==> config.mk <==
export PLATFORM = sky130hd
export DESIGN_NAME = amap_top
export DESIGN_NICKNAME = d
export VERILOG_FILES = /design/src/rtl/amap_pkg.sv /design/src/rtl/amap_zone_decode.sv /design/src/rtl/amap_line_xlate.sv /design/src/rtl/amap_top.sv
export SDC_FILE = /design/constraint.sdc
export NUM_CORES = 1
export LEC_CHECK = 0
export ABC_AREA = 1
export BUFFER_PORTS_ARGS = -buffer_cell sky130_fd_sc_hd__buf_2
export CAP_MARGIN = 20
export CORE_ASPECT_RATIO = 1.75
export CORE_MARGIN = 2
export CORE_UTILIZATION = 33
export CTS_BUF_LIST = sky130_fd_sc_hd__clkbuf_16
export DETAILED_ROUTE_END_ITERATION = 10
export PLACE_DENSITY = 0.52
export SYNTH_ARGS = -nofsm -noshare
export SYNTH_HDL_FRONTEND = slang
export SYNTH_HIERARCHICAL = 1
export SYNTH_SLANG_ARGS = --single-unit
==> constraint.sdc <==
create_clock -name clk -period 6.6 [get_ports clk]
set_input_delay 1.32 -clock clk [delete_from_list [all_inputs] [get_ports clk]]
set_output_delay 1.32 -clock clk [all_outputs]
set_load 0.005 [all_outputs]
==> src/rtl/amap_pkg.sv <==
package amap_pkg;
    localparam int LINE_OFS_W = 6;

    typedef enum logic {
        LCH_A = 1'b0,
        LCH_B = 1'b1
    } lch_e;
endpackage

==> src/rtl/amap_zone_decode.sv <==
module amap_zone_decode
    import amap_pkg::*;
#(
    parameter int LINE_W = 26
) (
    input  logic [LINE_W-1:0] line,
    input  logic [LINE_W-1:0] cap_a,
    input  logic [LINE_W-1:0] cap_b,
    output logic [LINE_W-1:0] small_cap,
    output logic              in_range,
    output logic              striped,
    output lch_e              lch,
    output logic              bad_cfg
);
    logic [LINE_W:0] total;
    logic [LINE_W:0] twice_small;

    always_comb begin
        bad_cfg     = (cap_b > cap_a);
        small_cap   = bad_cfg ? '0 : cap_b;
        total       = {1'b0, cap_a} + {1'b0, small_cap};
        twice_small = {small_cap, 1'b0};
        in_range    = ({1'b0, line} < total);
        striped     = ({1'b0, line} < twice_small);
        lch         = striped ? lch_e'(line[0]) : LCH_A;
    end
endmodule

==> src/rtl/amap_line_xlate.sv <==
module amap_line_xlate #(
    parameter int LINE_W = 26
) (
    input  logic [LINE_W-1:0] line,
    input  logic [LINE_W-1:0] small_cap,
    input  logic              striped,
    output logic [LINE_W-1:0] local_line
);
    always_comb begin
        if (striped) local_line = line >> 1;
        else         local_line = line - small_cap;
    end
endmodule

==> src/rtl/amap_top.sv <==
module amap_top
    import amap_pkg::*;
#(
    parameter int ADDR_W  = 32,
    parameter bit SWAP_EN = 1'b1
) (
    input  logic                         clk,
    input  logic                         rst_n,
    input  logic                         req_valid,
    input  logic [ADDR_W-1:0]            req_addr,
    input  logic [ADDR_W-LINE_OFS_W-1:0] cap_a,
    input  logic [ADDR_W-LINE_OFS_W-1:0] cap_b,
    input  logic                         cfg_swap,
    output logic                         map_valid,
    output logic                         map_chan,
    output logic [ADDR_W-1:0]            map_addr,
    output logic                         map_striped,
    output logic                         map_oor,
    output logic                         cfg_bad
);
    localparam int LINE_W = ADDR_W - LINE_OFS_W;

    typedef struct packed {
        logic              valid;
        logic              chan;
        logic [ADDR_W-1:0] addr;
        logic              striped;
        logic              oor;
        logic              bad;
    } map_state_t;

    map_state_t st_d, st_q;

    logic [LINE_W-1:0] line;
    logic [LINE_W-1:0] small_cap;
    logic [LINE_W-1:0] local_line;
    logic              in_range;
    logic              striped;
    logic              bad_cfg;
    logic              swap_eff;
    lch_e              lch;

    assign line = req_addr[ADDR_W-1:LINE_OFS_W];

    amap_zone_decode #(.LINE_W(LINE_W)) u_zone (
        .line      (line),
        .cap_a     (cap_a),
        .cap_b     (cap_b),
        .small_cap (small_cap),
        .in_range  (in_range),
        .striped   (striped),
        .lch       (lch),
        .bad_cfg   (bad_cfg)
    );

    amap_line_xlate #(.LINE_W(LINE_W)) u_xlate (
        .line       (line),
        .small_cap  (small_cap),
        .striped    (striped),
        .local_line (local_line)
    );

    generate
        if (SWAP_EN) begin : g_swap
            assign swap_eff = cfg_swap;
        end else begin : g_noswap
            assign swap_eff = 1'b0;
        end
    endgenerate

    always_comb begin
        logic hit;
        hit        = req_valid && in_range;
        st_d       = '0;
        st_d.bad   = bad_cfg;
        st_d.oor   = req_valid && !in_range;
        st_d.valid = hit;
        if (hit) begin
            st_d.chan    = logic'(lch) ^ swap_eff;
            st_d.addr    = {local_line, req_addr[LINE_OFS_W-1:0]};
            st_d.striped = striped;
        end
    end

    always_ff @(posedge clk) begin
        if (!rst_n) st_q <= '0;
        else        st_q <= st_d;
    end

    assign map_valid   = st_q.valid;
    assign map_chan    = st_q.chan;
    assign map_addr    = st_q.addr;
    assign map_striped = st_q.striped;
    assign map_oor     = st_q.oor;
    assign cfg_bad     = st_q.bad;

    assert_offset_kept_R1: assert property (@(posedge clk) disable iff (!rst_n)
        map_valid |-> map_addr[LINE_OFS_W-1:0] == $past(req_addr[LINE_OFS_W-1:0]));

    assert_linear_on_a_R3: assert property (@(posedge clk) disable iff (!rst_n)
        (map_valid && !map_striped) |-> map_chan == (SWAP_EN ? $past(cfg_swap) : 1'b0));

    assert_oor_not_valid_R6: assert property (@(posedge clk) disable iff (!rst_n)
        !(map_valid && map_oor));

    assert_result_needs_req_R9: assert property (@(posedge clk) disable iff (!rst_n)
        (map_valid || map_oor) |-> $past(req_valid));

    assert_local_within_a_R3: assert property (@(posedge clk) disable iff (!rst_n)
        (map_valid && !map_striped) |-> map_addr[ADDR_W-1:LINE_OFS_W] < $past(cap_a));
endmodule

## Word-level counts from Yosys, hierarchy flattened

Cells that the tools add are included.

- Latch bits: 0
- Input bits: 88
- Word-level logic and storage cells: 23
- Register bits after elaboration: 37
- Memory bits (writable): 0
- Memories kept: 0
- Output and inout port bits: 37
- Bits in read-only memories: 0

- Muxes and demuxes: 3
- Magnitude comparators: 3
- Shift-type cells: 0
- Equality and inequality tests: 0
- Div/mod/pow operators: 0
- $add $sub $neg: 2
- Reductions and logical operators: 5
- Bitwise logic cells: 3
- Multipliers: 0

Operators by type and width:

| operator | count |
|---|---|
| 26-bit by 27-bit less-than comparator with 1-bit output | 2 |
| 26-bit by 26-bit adder with 27-bit output | 1 |
| 26-bit greater-than comparator | 1 |
| 26-bit two-way mux | 1 |
| 26-bit subtractor | 1 |
| 25-bit two-way mux | 1 |
| 3-bit OR reduction | 1 |
| 1-bit logical AND | 2 |
| 1-bit NOT | 2 |
| 2-bit AND reduction | 1 |
| 1-bit zero test | 1 |
| 1-bit two-way mux | 1 |
| 1-bit XOR | 1 |

## Depth between registers and ports, before layout

Gate-level depths: netlist (run 1).

- Depth after elaboration: 7
- Gate-level depth with buffers: 37
- Depth with buffers taken out: 36

## By module

Netlist (run 1), hierarchy kept.

Modules (own cells, without submodules):

| module | cells each | seq. area each (µm²) | instances | area each (µm²) |
|---|---|---|---|---|
| amap_zone_decode | 530 | 0.0 | 1 | 3343.2 |
| amap_line_xlate | 504 | 0.0 | 1 | 2379.8 |
| amap_top | 118 | 740.7 | 1 | 1111.1 |

## Least setup slack after synthesis (run 1)

No wires, ideal clock.

- Path type: input -> register
- Start: in cap_a[17]
- End: reg st_q (netlist bit map_addr[6])
- Setup time: 0.062 ns
- Stages: 35
- Path buffers: 1
- Required time: 6.538 ns
- Data arrival time: 5.332 ns
- Setup slack: 1.207 ns
- Path through: inv_1 ha_1 nand2_1 nor2_1 nand2_1 nor3_1 nand2_1 nand3_1 nand2_2 inv_1 nor2_1 ha_1 fa_1 a21oi_1 o21ai_2 a21oi_2 inv_2 a21oi_4 o21ai_1 nand2_1 nand2_1 xnor2_1 ha_1 a21oi_1 o21ai_0 a21oi_1 nor2_1 o21ai_0 nand2_1 nand3_1 nand2_1 inv_1 nand3_4 buf_6 nor2_2

- Word-level cells in the longest chain between the ends: 6
- Elaborated cells between the ends (all ways): 9
- Those cells by class: add/sub: 2; order compare: 3; mux: 2; reduce/logical: 2

RTL lines:

| element | line | text |
|---|---|---|
| from (decl) | amap_top.sv:11 | `input logic [ADDR_W-LINE_OFS_W-1:0] cap_a,` |
| 26-bit greater-than comparator | amap_zone_decode.sv:19 | `bad_cfg = (cap_b > cap_a);` |
| net bad_cfg | amap_top.sv:39 | `logic bad_cfg;` |
| 26-bit two-way mux | amap_zone_decode.sv:20 | `small_cap = bad_cfg ? '0 : cap_b;` |
| net small_cap[0] | amap_top.sv:35 | `logic [LINE_W-1:0] small_cap;` |
| 26-bit by 26-bit adder with 27-bit output | amap_zone_decode.sv:21 | `total = {1'b0, cap_a} + {1'b0, small_cap};` |
| 26-bit by 27-bit less-than comparator with 1-bit output | amap_zone_decode.sv:23 | `in_range = ({1'b0, line} < total);` |
| net in_range | amap_top.sv:37 | `logic in_range;` |
| 1-bit logical AND | amap_top.sv:73 | `hit = req_valid && in_range;` |
| 2-bit AND reduction (no source line) | - |  |
| to (signal assigned) | amap_top.sv:87 | `else st_q <= st_d;` |
| to (decl) | amap_top.sv:32 | `map_state_t st_d, st_q;` |

The timed path passes the listed nets, and every way through them passes these cells.
A chain may end at the register's enable or synchronous reset.

## Worst setup path after layout (run 1)

- Start: in cap_a[17]
- End: reg st_q (netlist bit map_addr[12])

The elaborated chain is that of the path after synthesis.

==> results of run 1 <==
layer usage:
layer	global-route usage, %	part of all wire [%]	vias to the layer above
met4	7.32	3.4	0
met2	42.1	56	147
met1	21.1	38	3157
met5	0	0	-
met3	0.811	2.7	36
li1	-	-	3842
sequential cells by signal, indices dropped and copies added, names as in the netlist:
name	flops
map_valid	1
map_striped	1
map_addr	32
map_chan	1
map_oor	1
cfg_bad	1
per-stage QoR:
step / hold slack (ns) / area [µm²]
finish: 1.26 / 7960
global route: 1.26 / 7960
CTS: 1.26 / 7920
detailed placement: 1.55 / 7760
global placement: 1.54 / 7760
floorplan: 1.41 / 6830
layout by cell type, fill, tap and decap left out, types with 14 or more instances in the layout:
master / count
ha_1: 126
xor2_1: 15
nor2_2: 19
nand2_2: 14
nand3_1: 52
nand4_1: 15
inv_1: 245
nand2_1: 349
nor2_1: 91
dfxtp_1: 37
o21ai_0: 20
a21oi_1: 67
buf_2: 124
final cells by class:
class	count	area share, %
multi-input cells	854	64.2
inverters	251	11.9
flip-flops and latches	37	9.31
repair buffers	131	8.62
well taps	248	3.90
clock buffers	5	1.57
clock inverters	3	0.519
cells by family after synthesis:
| family | count (synthesis) | synth area share, % |
|---|---|---|
| and+or+nand+nor | 574 | 36.2 |
| buffers and inverters | 261 | 14.8 |
| adders and majority gates | 128 | 23.7 |
| AOI/OAI and AO/OA | 125 | 11.1 |
| DFF | 37 | 10.8 |
| xor gates and xnor gates | 27 | 3.46 |
what timing repair did:
item	in CTS	in global routing
buffers inserted	0	1
resized for setup	0	7
endpoints found under the hold margin	0	0
endpoints found under the setup margin	0	36
report_power, final:
part	internal, µW	switching (µW)	total, µW
Clock	177	87.8	264
Combinational	320	548	868
Sequential	245	4.43	250
Total	742	640	1380
final timing paths:
| check | endpoint | slack (ns) | start | depth (start not counted) |
|---|---|---|---|---|
| worst min-delay path | map_addr[4] | 1.26 | req_addr[4] | 3 |
| worst max-delay path | map_addr[12] | 0.42 | cap_a[17] | 36 |
critical path: cells and delay by family:
kind	cells	cell delay (ns)
AO/OA/AOI/OAI	9	1.37
adder cells (fa/ha/maj)	4	1.22
XOR/XNOR	1	0.14
AND/OR/NAND/NOR	16	1.69
buffers and inverters	6	0.64
==> impl_metrics.yaml, run 1 <==
layout:
  drive_gt1_share_pct: 15.8
  fill_cells: 2303
  nNetsFinal: 1496
  multi_input_area_um2: 5110
  seq_area_um2: 741
  area_growth_pct: 16.4
  finalNonFillerCells: 1529
  diodes: 0
  final_util_pct: 39.2
floorplanning:
  rows: 69
  chipWidth_um: 113
  floorplan.initialDensity_pct: 33.7
  die_y_um: 194
  ios: 125
  die_area_um2: 21900
  core_um2: 20300
synth:
  avgSynthCellArea_um2: 5.93
  ys_async_sr_fraction_pct: 0
  ys_seq_elements: 37
  syn-num-nets: 1368
  synth_warnings: 6
  synth.distinct_cells: 48
  yosysMostFrequentCell: "nand2_1"
  yosys.area.top_type_share_pct: 23.1
  yosys_most_used_dff: "dfxtp_1"
  ys_top_cells_by_area: "ha_1 23%, nand2_1 19%, inv_1 13%"
  syn-instance-count: 1152
  synth-edff-count: 0
  synth_commonest_cells: "350 x nand2_1, 245 x inv_1, 126 x ha_1"
  ys_seq_area_share_pct: 10.8
  synth_top_cell_by_area: "ha_1"
  synth_area_um2: 6830
drt:
  antenna_left: 0
  drc: 0
  dr_total_vias: 7182
  wirelength_mm: 22.5
  viasPerCell: 4.70
  drtIter0Drc: 316
  wl_per_cell_um: 14.7
  drtPass1Iterations: 6
setup_path:
  crit_fanout: 35
  cp.required_ns: 6.81
  path_common_cell: "nand2_1"
  crit_path_start_kind: "primary input"
  max_stage_delay_ns: 0.41
  endpoint_kind: "flop"
  critPathKind: "primary input to flop"
  worstPathArrival_ns: 6.39
  worst_path_max_delay_cell: "fa_1"
pwr:
  p_per_area_nw_per_um2: 174
  p_total_uw: 1380
  leakagePower_uw: 0.00483
  peakVddDrop_mv: 0.232
timing:
  period_minus_slack_ns: 6.18
  hold_violations: 0
  setup_viol: 0
  rsz0062_at_grt: "no"
  slew_headroom_pct: 70.6
  fmax_mhz: 162
  tightest_slew_ns: 0.441
  drv_slew: 0
  setup_tns_ns: 0
  setup_ws_ns: 0.416
  fin_crit_sh_pct: 93.7
placement:
  dp_cells: 1520
  dp_slack_ns: -0.166
  dpl.hpwl_mm: 20.0
  place.gp.congestion: 0.900
  port_buffers: 124
clock_tree:
  cts_hold_buffers: 0
  cts_num_sinks: 37
  clock_path_buffers: 2
  clockRootBuffer: "clkbuf_16"
  cts_tree: "built"
  htreeDepth: 2
  clk_pin_slew_worst_paths_ns: 0.06
  cts_made_buffers: 5
grt:
  grt_start_max_net_pins: 36
  grt_pass1_vias: 7231
  grt_usage_pct: 20.5
  grt_pass1_wl_mm: 35.7
  antenna_found_initial: 0
  grt_remaining_overflow: 0
outcome:
  status: "completed"
worst_hold_path:
  hp-class: "primary input to flop"
run:
  drv_cap: 0
(Power assumes the default switching activity.)
==> run 2, diff against run 1 <==
--- a/config.mk
+++ b/config.mk
@@ -13,8 +13,7 @@
 export CORE_UTILIZATION = 33
 export CTS_BUF_LIST = sky130_fd_sc_hd__clkbuf_16
 export DETAILED_ROUTE_END_ITERATION = 10
-export PLACE_DENSITY = 0.52
+export PLACE_DENSITY = 0.53
 export SYNTH_ARGS = -nofsm -noshare
 export SYNTH_HDL_FRONTEND = slang
-export SYNTH_HIERARCHICAL = 1
 export SYNTH_SLANG_ARGS = --single-unit
==> run 2 against run 1 <==
Clock power is 18% higher; wire length decreased by 14%; synthesized cell count shrank 25%; critical endpoint unchanged; highest routed layer unchanged; flip-flop and latch count stayed put; clock-buffer cell count unchanged; cell area is 11% lower; fmax up 2.1%.
==> impl_metrics.yaml, run 2 <==
clock_tree:
  clockRootBuffer: "clkbuf_16"
  cts_tree: "built"
  clk_pin_slew_worst_paths_ns: 0.06
  clock_path_buffers: 2
  postCtsSetupBuffers: 0
  cts.repair.resized: 0
  cts_num_sinks: 37
  htreeDepth: 2
  cts_hold_buffers: 0
  cts_made_buffers: 5
grt:
  grt_remaining_overflow: 0
  grt_usage_pct: 20.8
  antenna_found_initial: 2
  grt_pass1_vias: 6071
  grt_start_max_net_pins: 28
  grt_pass1_wl_mm: 30.6
timing:
  slew_headroom_pct: 60.0
  rsz0062_at_grt: "no"
  setup_tns_ns: 0
  tightest_slew_ns: 0.593
  fmax_mhz: 165
  setup_viol: 0
  hold_violations: 0
  fin_crit_sh_pct: 91.7
  drv_slew: 0
  period_minus_slack_ns: 6.05
synth:
  synthMuxAreaShare_pct: 0
  synth_top_family_by_area: "simple AND/OR/NAND/NOR gates"
  syn-num-nets: 1080
  syn-instance-count: 864
  synth.distinct_cells: 48
  yosys_most_used_dff: "dfxtp_1"
  ys_seq_area_share_pct: 12.7
  yosysMostFrequentCell: "nand2_1"
  ys_top_cells_by_area: "ha_1 27%, nand2_1 14%, dfxtp_1 13%"
  ys_seq_elements: 37
  synth_top_cell_by_area: "ha_1"
  synth-xor-area-share_pct: 7.20
  synth-edff-count: 0
  synth_warnings: 0
  avgSynthCellArea_um2: 6.75
  synth_adder_area_share_pct: 27.7
  synth_area_um2: 5840
  synth_commonest_cells: "212 x nand2_1, 126 x ha_1, 111 x inv_1"
  yosys.area.top_type_share_pct: 27.0
  synth_compound_area_share_pct: 16.1
  yosys.area_share.simple_pct: 27.8
  ys_async_sr_fraction_pct: 0
worst_hold_path:
  hp-start: "req_addr[4]"
  hp-class: "primary input to flop"
drt:
  drtPass1Iterations: 4
  drtIter0Drc: 206
  viasPerCell: 4.87
  dr_total_vias: 6038
  drc: 0
  wirelength_mm: 19.3
  antenna_left: 0
  wl_per_cell_um: 15.5
floorplanning:
  die_area_um2: 18800
  core_um2: 17400
  floorplan.initialDensity_pct: 33.6
  ios: 125
  die_y_um: 180
  chipWidth_um: 105
  rows: 64
placement:
  dpl.hpwl_mm: 17.2
  placed_cell_area_um2: 6850
  place.gp.congestion: 0.921
  port_buffers: 124
setup_path:
  cp.required_ns: 6.82
  crit_start: "cap_a[13]"
  critPathKind: "primary input to flop"
  crit_path_start_kind: "primary input"
  path_delay_family: "simple AND/OR/NAND/NOR gates"
  crit_fanout: 12
  worstPathArrival_ns: 6.28
  endpoint_kind: "flop"
  worst_path_max_delay_cell: "fa_1"
  max_stage_delay_ns: 0.43
  worstPathBufferInverterCount: 6
  path_common_cell: "nand2_1"
layout:
  drive_gt1_share_pct: 18.1
  fill_cells: 1940
  multi_input_area_um2: 4600
  final_common_cell: "nand2_1"
  nNetsFinal: 1223
  area_growth_pct: 20.8
  largest_reg_flops: 32
  seq_area_um2: 741
  layout_common_cells: "212 x nand2_1, 126 x ha_1, 124 x buf_2"
  design_area_um2: 7050
run:
  drv_cap: 0
pwr:
  peakVddDrop_mv: 0.105
  p_per_area_nw_per_um2: 188
  leakagePower_uw: 0.00390
outcome:
  status: "completed"
==> run 2: changes by cell type in the layout (fill, tap and decap cells not counted), moves of 7 or more <==
cell,before,now
xnor2_1,12,21
nor2_1,91,63
nand3_1,52,43
nor2_2,19,1
xor2_1,15,27
buf_4,6,18
nand2_1,349,212
nand2_2,14,7
inv_1,245,111
a21oi_1,67,89
nand4_1,15,7
o21ai_0,20,37
==> run 2: metrics by stage <==
stage	hold slack (ns)	worst slack, ns	std cells	util [%]	power [µW]
6_report	1.24	0.546	1241	40.6	1330
5_1_grt	1.24	0.0508	1241	40.6	1450
4_1_cts	1.24	0.480	1239	40.5	1340
3_5_place_dp	1.54	0.203	1231	39.4	1020
3_3_place_gp	1.54	0.298	1231	39.4	1020
2_1_floorplan	1.42	0.658	864	-	784
==> run 2: area by class of cell <==
class	count	share of cell area (%)
antenna	2	0.0710
timing repair buffer	144	11.3
clock buffer	5	1.78
tap	231	4.10
clock inverter	3	0.923
sequential	37	10.5
inverter	113	6.02
multi-input combinational	706	65.3
==> run 2: logic make-up (layout without fill, tap and decap cells) <==
group	after synthesis	in the layout
buffers and inverters	121	265
XOR/XNOR	48	48
other	0	2
AND/OR/NAND/NOR	363	363
flip-flops	37	37
adder cells (fa/ha/maj)	128	128
AO/OA/AOI/OAI	167	167
==> run 2: final timing paths <==
kind / to / depth (start not counted)
worst min-delay path: map_addr[4] / 3
worst max-delay path: map_addr[12] / 38
==> run 2: layer usage <==
metal	part of all wire [%]	global-route usage [%]
met2	57	43.1
met5	0	0
met1	35	19.6
met3	2.3	1.56
met4	5.1	10.3
==> run 2: where the power goes <==
group	switching [µW]	internal [µW]	leakage, µW
Clock	94.9	216	0.0000938
Sequential	8.11	248	0.000302
Combinational	458	301	0.00351
Total	561	765	0.00390
==> run 3, diff against run 2 <==
--- a/config.mk
+++ b/config.mk
@@ -11,7 +11,7 @@
 export CORE_ASPECT_RATIO = 1.75
 export CORE_MARGIN = 2
 export CORE_UTILIZATION = 33
-export CTS_BUF_LIST = sky130_fd_sc_hd__clkbuf_16
+export CTS_BUF_LIST = sky130_fd_sc_hd__clkbuf_8
 export DETAILED_ROUTE_END_ITERATION = 10
 export PLACE_DENSITY = 0.53
 export SYNTH_ARGS = -nofsm -noshare
==> constraint.sdc (replaced) <==
create_clock -name clk -period 5.94 [get_ports clk]
set_input_delay 1.188 -clock clk [delete_from_list [all_inputs] [get_ports clk]]
set_output_delay 1.188 -clock clk [all_outputs]
set_load 0.005 [all_outputs]
==> run 3 against run 2 <==
First-iteration DRC count is 1.5% higher; flip-flop and latch count unchanged; via count grew 6.8%; clock-buffer cell count did not move; sequential share of layout area decreased by 1.2 points; core utilization up 5.2 points; critical path type unchanged; highest routed layer unchanged.
==> impl_metrics.yaml, run 3 (synthesis results as in run 2) <==
worst_hold_path:
  hp-class: "primary input to flop"
layout:
  largest_reg_flops: 32
  final_common_cell: "nand2_1"
  final_util_pct: 45.8
  drive_gt1_share_pct: 28.9
  area_growth_pct: 36.3
  fill_cells: 1884
  diodes: 0
  nNetsFinal: 1319
  layout_common_cells: "206 x nand2_1, 124 x buf_2, 117 x ha_1"
floorplanning:
  ios: 125
  die_area_um2: 18800
  core_um2: 17400
  chipWidth_um: 105
  floorplan.initialDensity_pct: 33.6
  rows: 64
  die_y_um: 180
setup_path:
  endpoint_kind: "flop"
  worstPathArrival_ns: 5.90
  crit_path_start_kind: "primary input"
  max_stage_delay_ns: 0.34
  cp.required_ns: 6.20
  crit_fanout: 7
  path_common_cell: "nand2_1"
  critPathKind: "primary input to flop"
  worst_path_max_delay_cell: "ha_1"
drt:
  viasPerCell: 4.83
  dr_total_vias: 6448
  wirelength_mm: 19.6
  drc: 0
  drtIter0Drc: 209
  wl_per_cell_um: 14.7
  drtPass1Iterations: 4
  antenna_left: 0
outcome:
  status: "completed"
clock_tree:
  cts_hold_buffers: 0
  cts_tree: "built"
  clk_pin_slew_worst_paths_ns: 0.09
  clockRootBuffer: "clkbuf_8"
  clock_path_buffers: 2
  cts_num_sinks: 37
  htreeDepth: 2
  cts_made_buffers: 5
grt:
  antenna_found_initial: 0
  grt_start_max_net_pins: 28
  grt_pass1_wl_mm: 30.6
  grt_pass1_vias: 6387
  grt_usage_pct: 20.5
  grt_remaining_overflow: 0
timing:
  hold_violations: 0
  fmax_mhz: 177
  setup_viol: 0
  tightest_slew_ns: 0.522
  setup_tns_ns: 0
  slew_headroom_pct: 64.8
  drv_slew: 0
  fin_crit_sh_pct: 95.0
  period_minus_slack_ns: 5.64
pwr:
  peakVddDrop_mv: 0.101
  p_per_area_nw_per_um2: 189
  leakagePower_uw: 0.00433
placement:
  port_buffers: 124
  place.gp.congestion: 0.916
  dpl.hpwl_mm: 17.3
run:
  drv_cap: 0
run 3: report_power, final:
group | switching [µW] | internal [µW] | leakage, µW
logic | 552 | 439 | 0.00397
clock network | 102 | 126 | 0.0000543
registers | 9.04 | 275 | 0.000302
total | 663 | 840 | 0.00433
run 3: worst paths after layout:
kind	from	to	slack (ns)	depth (start not counted)
hold / removal	req_addr[5]	map_addr[5]	1.09	3
setup / recovery	cap_a[23]	map_addr[16]	0.30	39
run 3: critical path, delay by kind of cell:
family	cells	cell delay [ns]
compound gates	8	1.26
xor+xnor	1	0.12
fa+ha+maj	3	0.88
buf+inv	9	0.98
simple gates	18	1.49
run 3: what timing repair did:
item                                    4_1_cts  5_1_grt
endpoints found under the setup margin        0       35
resized for setup                             0       59
buffers inserted                              0        7
run 3: area by class of cell:
cell class | count | area (µm²) | share of cell area (%)
sequential | 37 | 741 | 9.31
tap | 231 | 289 | 3.63
inverter | 113 | 427 | 5.36
clock buffer | 5 | 68.8 | 0.865
timing repair buffer | 240 | 1520 | 19.0
clock inverter | 3 | 46.3 | 0.582
multi-input combinational | 706 | 4870 | 61.2
run 3: routing by layer:
| metal | routed length, µm | vias up | GRT usage (%) | share of wire, % |
|---|---|---|---|---|
| met5 | 0 | - | 0 | 0 |
| met4 | 959 | 0 | 9.73 | 4.9 |
| met3 | 419 | 49 | 1.56 | 2.1 |
| met2 | 11300 | 118 | 43.2 | 58 |
| met1 | 6920 | 2901 | 19.0 | 35 |
| li1 | - | 3380 | - | - |
run 3: through the flow:
step	cell area (µm²)	std cells	hold slack [ns]	power [µW]	setup WS [ns]
3_5_place_dp	7500	1320	1.41	1220	-0.235
6_report	7960	1335	1.09	1500	0.298
4_1_cts	7620	1328	1.09	1460	0.0692
2_1_floorplan	5840	864	1.29	871	0.130
5_1_grt	7960	1335	1.08	1650	-0.0705
3_3_place_gp	7500	1320	1.40	1220	-0.143
